**src/rtl/spread_pwm_dac.sv**
```systemverilog
module spread_pwm_dac #(
  parameter int RES_W   = 14,
  parameter int LONG_W  = 8,
  parameter int SHORT_W = 6
) (
  input  logic             clk_i,
  input  logic             rst_ni,
  input  logic             en_i,
  input  logic             inv_i,
  input  logic             wr_i,
  input  logic             wr_long_i,
  input  logic [RES_W-1:0] wr_data_i,
  output logic             pwm_o
);

  localparam int LNB = RES_W - LONG_W;
  localparam int SNB = RES_W - SHORT_W;
  localparam int PW  = SNB;
  localparam logic [RES_W-1:0] CNT_MAX = '1;

  logic [RES_W-1:0] cnt_q, buf_q, act_q;
  logic             buf_long_q, act_long_q, pwm_q;

  logic [RES_W-1:0] buf_d;
  logic             buf_long_d;
  assign buf_d      = wr_i ? wr_data_i : buf_q;
  assign buf_long_d = wr_i ? wr_long_i : buf_long_q;

  function automatic logic ins_hit(input logic [PW-1:0] p, input logic [PW-1:0] fine, input int nb);
    logic [PW-1:0] j, msk;
    logic hit, found;
    msk   = (PW'(1) << nb) - PW'(1);
    j     = (p + (PW'(1) << (nb - 1)) + PW'(2)) & msk;
    hit   = 1'b0;
    found = 1'b0;
    for (int z = 0; z < PW; z++) begin
      if (z < nb && !found && j[z]) begin
        hit   = fine[nb-1-z];
        found = 1'b1;
      end
    end
    return hit;
  endfunction

  logic [LONG_W-1:0]  t_long, c_long;
  logic [SHORT_W-1:0] t_short, c_short;
  logic [LNB-1:0]     p_long, f_long;
  logic [SNB-1:0]     p_short, f_short;
  logic               hit_long, hit_short, on_long, on_short, on_now;

  assign t_long  = cnt_q[LONG_W-1:0];
  assign p_long  = cnt_q[RES_W-1:LONG_W];
  assign c_long  = act_q[RES_W-1:LNB];
  assign f_long  = act_q[LNB-1:0];
  assign t_short = cnt_q[SHORT_W-1:0];
  assign p_short = cnt_q[RES_W-1:SHORT_W];
  assign c_short = act_q[RES_W-1:SNB];
  assign f_short = act_q[SNB-1:0];

  assign hit_long  = ins_hit(PW'(p_long), PW'(f_long), LNB);
  assign hit_short = ins_hit(p_short, f_short, SNB);

  assign on_long  = {1'b0, t_long}  < ({1'b0, c_long}  + (LONG_W+1)'(hit_long));
  assign on_short = {1'b0, t_short} < ({1'b0, c_short} + (SHORT_W+1)'(hit_short));
  assign on_now   = act_long_q ? on_long : on_short;

  always_ff @(posedge clk_i or negedge rst_ni) begin
    if (!rst_ni) begin
      cnt_q      <= '0;
      buf_q      <= '0;
      buf_long_q <= 1'b0;
      act_q      <= '0;
      act_long_q <= 1'b0;
      pwm_q      <= 1'b0;
    end else begin
      buf_q      <= buf_d;
      buf_long_q <= buf_long_d;
      if (!en_i || cnt_q == CNT_MAX) begin
        act_q      <= buf_d;
        act_long_q <= buf_long_d;
      end
      cnt_q <= en_i ? cnt_q + 1'b1 : '0;
      pwm_q <= en_i ? (on_now ^ inv_i) : inv_i;
    end
  end

  assign pwm_o = pwm_q;

  a_r8_shadow_hold: assert property (@(posedge clk_i) disable iff (!rst_ni)
    ($past(en_i) && $past(cnt_q) != CNT_MAX) |-> ($stable(act_q) && $stable(act_long_q)));

  a_r9_idle_level: assert property (@(posedge clk_i) disable iff (!rst_ni)
    !en_i |=> (pwm_o == $past(inv_i) && cnt_q == '0));

  a_r2_cycle_wrap: assert property (@(posedge clk_i) disable iff (!rst_ni)
    (en_i && cnt_q == CNT_MAX) |=> cnt_q == '0);

  a_r4_head_active: assert property (@(posedge clk_i) disable iff (!rst_ni)
    (en_i && act_long_q && t_long < c_long) |=> pwm_o != $past(inv_i));

  a_r4_tail_idle: assert property (@(posedge clk_i) disable iff (!rst_ni)
    (en_i && act_long_q && {1'b0, t_long} > {1'b0, c_long}) |=> pwm_o == $past(inv_i));

  a_r3_short_head: assert property (@(posedge clk_i) disable iff (!rst_ni)
    (en_i && !act_long_q && t_short < c_short) |=> pwm_o != $past(inv_i));

  always_comb begin
    if (!rst_ni) a_r1_reset_low: assert (pwm_q == 1'b0 && cnt_q == '0);
  end

endmodule

```
**config.mk**
```make
export PLATFORM = sky130hd
export DESIGN_NAME = spread_pwm_dac
export DESIGN_NICKNAME = d
export VERILOG_FILES = /design/src/rtl/spread_pwm_dac.sv
export SDC_FILE = /design/constraint.sdc
export NUM_CORES = 1
export LEC_CHECK = 0
export ABC_AREA = 1
export ABC_CLOCK_PERIOD_IN_PS = 3900
export BUFFER_PORTS_ARGS = -buffer_cell sky130_fd_sc_hd__buf_2
export CAP_MARGIN = 5
export CORE_MARGIN = 1.5
export CORE_UTILIZATION = 60
export DETAILED_ROUTE_END_ITERATION = 7
export GPL_ROUTABILITY_DRIVEN = 1
export PLACE_DENSITY = 0.8
export SYNTH_ARGS = -nofsm -noshare
export SYNTH_HDL_FRONTEND = slang
export SYNTH_SLANG_ARGS = --single-unit
export TNS_END_PERCENT = 1
```
**constraint.sdc**
```tcl
create_clock -name clk_i -period 3.9 [get_ports clk_i]
set_clock_uncertainty 0.05 [all_clocks]
set_input_delay 0.585 -clock clk_i [delete_from_list [all_inputs] [get_ports clk_i]]
set_output_delay 0.585 -clock clk_i [all_outputs]
set_load 0.005 [all_outputs]
```
==> flow_summary.toml <==
[route]
vias_per_cell = 5.490
drt-total-wl_um = 5196
num_vias = 2119
avgRoutedWirePerCell_um = 13.46
drt_iter0_markers = 119
post-route-drc-count = 0
ant_nets = 0
dr.pass1.iters = 4

[floorplanning]
die-area_mm2 = 0.004905
die_w_um = 70.04
core-area_mm2 = 0.004324
num_io_pins = 21
die_h_um = 70.04
start_util = 0.6236
row_count = 24

[final_layout]
area_delta_synth_final_pct = 8.631
fin_area_mm2 = 0.002929
drive_gt1_frac = 0.1527
post-route-util = 0.6774
nNetsFinal = 373
n_antenna_cell = 0

[worst_setup_path]
end_kind = "register"
crit_family = "simple AND/OR/NAND/NOR gates"
crit_buf_inv = 2
startpoint_type = "register"
r2r_end = "pwm_o"
slowest_stage = "dfrtp_1"
r2r_setup_slack_ns = 0.44
cp.required_ns = 4.05
worst_path_most_repeated_cell = "nand2_1"
worst_ep_arrival_time_ns = 3.62
crit_path_cell_trace = "ha_1 -> nand2_1 -> nor2_1 -> xor2_1 -> nor2_1 -> nand3_1 -> nand2_1 -> ha_1 -> ha_1 -> nand2_1 -> nor2_1 -> inv_1 -> nor2_1 -> xor2_1 -> ha_1 -> a21o_1 -> nand3_1 -> nand2_1 -> nor2_1 -> nand2_1 -> nand2_1 -> nand4_1 -> nand2_1 -> inv_1"
crit-reg2reg-launch = "cnt_q[9]"
path_max_fanout = 4
ff2ff_path_depth = 24
max_stage_delay_ns = 0.43
setup.worst_path.class = "reg2reg"

[timing]
period_minus_slack_ns = 3.460
worst_slack_ns = 0.4397
slew_violations = 0
fin_crit_sh = 0.8873
max_freq_mhz = 289.0
hold_slack_ns = 0.3866
finalSetupTns_ns = 0
worst_pin_slew_ns = 1.084
hold_viol = 0
setup_viol = 0
worst_slew_margin_rel = 0.2776
grt_setup_unrepaired = "false"

[synthesis]
synth_fp_nets = 353
synth_ff_type = "dfrtp_1"
async_flop_share = 1.000
synth_top_area_frac = 0.4176
synthTopCellsByArea = "dfrtp_1, ha_1, nand2_1"
ys_seq_area_frac = 0.4176
synth_edf_count = 0
yosys.area.top_type = "dfrtp_1"
avgSynthCellArea_um2 = 8.614
synth_area_mm2 = 0.002696
synthDistinctLibCells = 29
yosys_warnings = 0
ys_ff_latch = 45
synthCells = 313

[outcome]
status = "completed"

[grt]
antenna_found_initial = 0
grt_pass1_vias = 2102
grt_overflow_total = 0
grt_pass1_wl_um = 9156
grt_start_max_net_pins = 46
grt_usage = 0.2342

[clock_tree]
cts_tree = "yes"
cts_hold_buf = 0
clkLatencyLatePin_ns = 0.30
clk_pin_slew_ns = 0.08
cts_root_buf = "clkbuf_8"
cts_max_level = 2
clockBufferDepth = 2
clkSinkCount = 45
cts-buffers-inserted = 5

[placement]
gp_congestion = 0.8720
port_buffers = 20
dp_hpwl_um = 3953
place_ws_ns = 0.4102
placed_cell_area_mm2 = 0.002811

[power]
clock_power_share = 0.342
power.density_mw_per_mm2 = 357.9
p_int_mw = 0.7643
p_seq_frac = 0.507
p_leak_nw = 1.469
switching_share = 0.2710
comb_power_share = 0.152
switching_power_mw = 0.2841
ir_drop_mv = 0.2930

[hold_path]
hold_class = "in2async"

[run]
max_cap_viol_count = 0
[power by group through the flow]
stage	Sequential, mW	Clock, mW	Combinational [mW]
after detailed placement	0.541	0	0.161
after global routing	0.537	0.377	0.185
final	0.531	0.358	0.159
after floorplan	0.530	0	0.120
after CTS	0.531	0.362	0.162
after global placement	0.538	0	0.155
[how the worst max path moves through the flow]
stage	end	cells after the start	startpoint	slack, ns
after floorplan	pwm_o	24	cnt_q[9]	0.82
final	pwm_o	24	cnt_q[9]	0.44
after CTS	pwm_o	24	cnt_q[9]	0.38
after global routing	pwm_o	23	cnt_q[7]	0.03
after global placement	pwm_o	24	cnt_q[9]	0.52
after detailed placement	pwm_o	24	cnt_q[9]	0.41
[worst register-to-register path: cells and delay by family, from the launching register on]
| family | cells | cell delay (ns) |
|---|---|---|
| and+or+nand+nor | 15 | 1.33 |
| adders and majority gates | 4 | 0.90 |
| DFF | 1 | 0.43 |
| xor gates and xnor gates | 2 | 0.39 |
| AOI/OAI and AO/OA | 1 | 0.16 |
| buffers and inverters | 2 | 0.10 |
[per-layer routing]
layer | wire (um) | part of all wire | global-route usage
met5 | 0 | 0 | 0
met4 | 123 | 0.024 | 0.1068
met3 | 159 | 0.031 | 0.05051
met2 | 2543 | 0.49 | 0.3968
met1 | 2371 | 0.46 | 0.2858
[cells in the final DEF (no fill, tap or decap), types with 3 or more instances in the layout]
cell type / Yosys / layout
nor2_1: 23 / 23
nand3_1: 19 / 19
o21ai_0: 27 / 27
xor2_1: 12 / 12
xnor2_1: 3 / 3
nand4_1: 3 / 3
nand2_1: 61 / 61
inv_1: 41 / 41
buf_2: 1 / 20
ha_1: 20 / 20
dfrtp_1: 45 / 44
mux2_2: 15 / 15
a21oi_1: 15 / 15
nor3_1: 4 / 3
clkbuf_8: 0 / 5
[final cells by class]
type                            instances  area [um^2]
Clock buffer                            6        72.57
Clock inverter                          2        38.79
Fill cell                             372         1395
Inverter                               41        153.9
Multi-Input combinational cell        220         1371
Sequential cell                        45         1127
Tap cell                               52        65.06
Timing Repair Buffer                   20        100.1
[cells by family after synthesis]
| family | after synthesis | share of synthesized area |
|---|---|---|
| adders and majority gates | 20 | 0.09281 |
| and+or+nand+nor | 118 | 0.1917 |
| DFF | 45 | 0.4176 |
| xor gates and xnor gates | 15 | 0.04873 |
| buffers and inverters | 48 | 0.07564 |
| AOI/OAI and AO/OA | 52 | 0.1109 |
| muxes | 15 | 0.06264 |
[state kept, by name, indices dropped and copies added (netlist names)]
name        count
act_q          14
act_long_q      1
cnt_q          14
buf_long_q      1
buf_q          14
pwm_o           1
[metrics by stage]
step                power (mW)  instances
floorplan               0.6499        313
global placement        0.6932        378
detailed placement      0.7013        378
CTS                      1.055        386
global route             1.099        386
finish                   1.048        386
[what timing repair did]
item,CTS,global route
resized for setup,0,2
endpoints found under the setup margin,0,1
buffers inserted,0,0
endpoints found under the hold margin,0,0
[cells in the mapped netlist (all sizes together), types with 4 or more instances]
cell,number
inv,41
mux2,15
a21oi,15
nor2,24
nand3,19
buf,4
nor3,5
xor2,12
nand2,63
o21ai,29
dfrtp,45
ha,20
(Power assumes the default switching activity.)
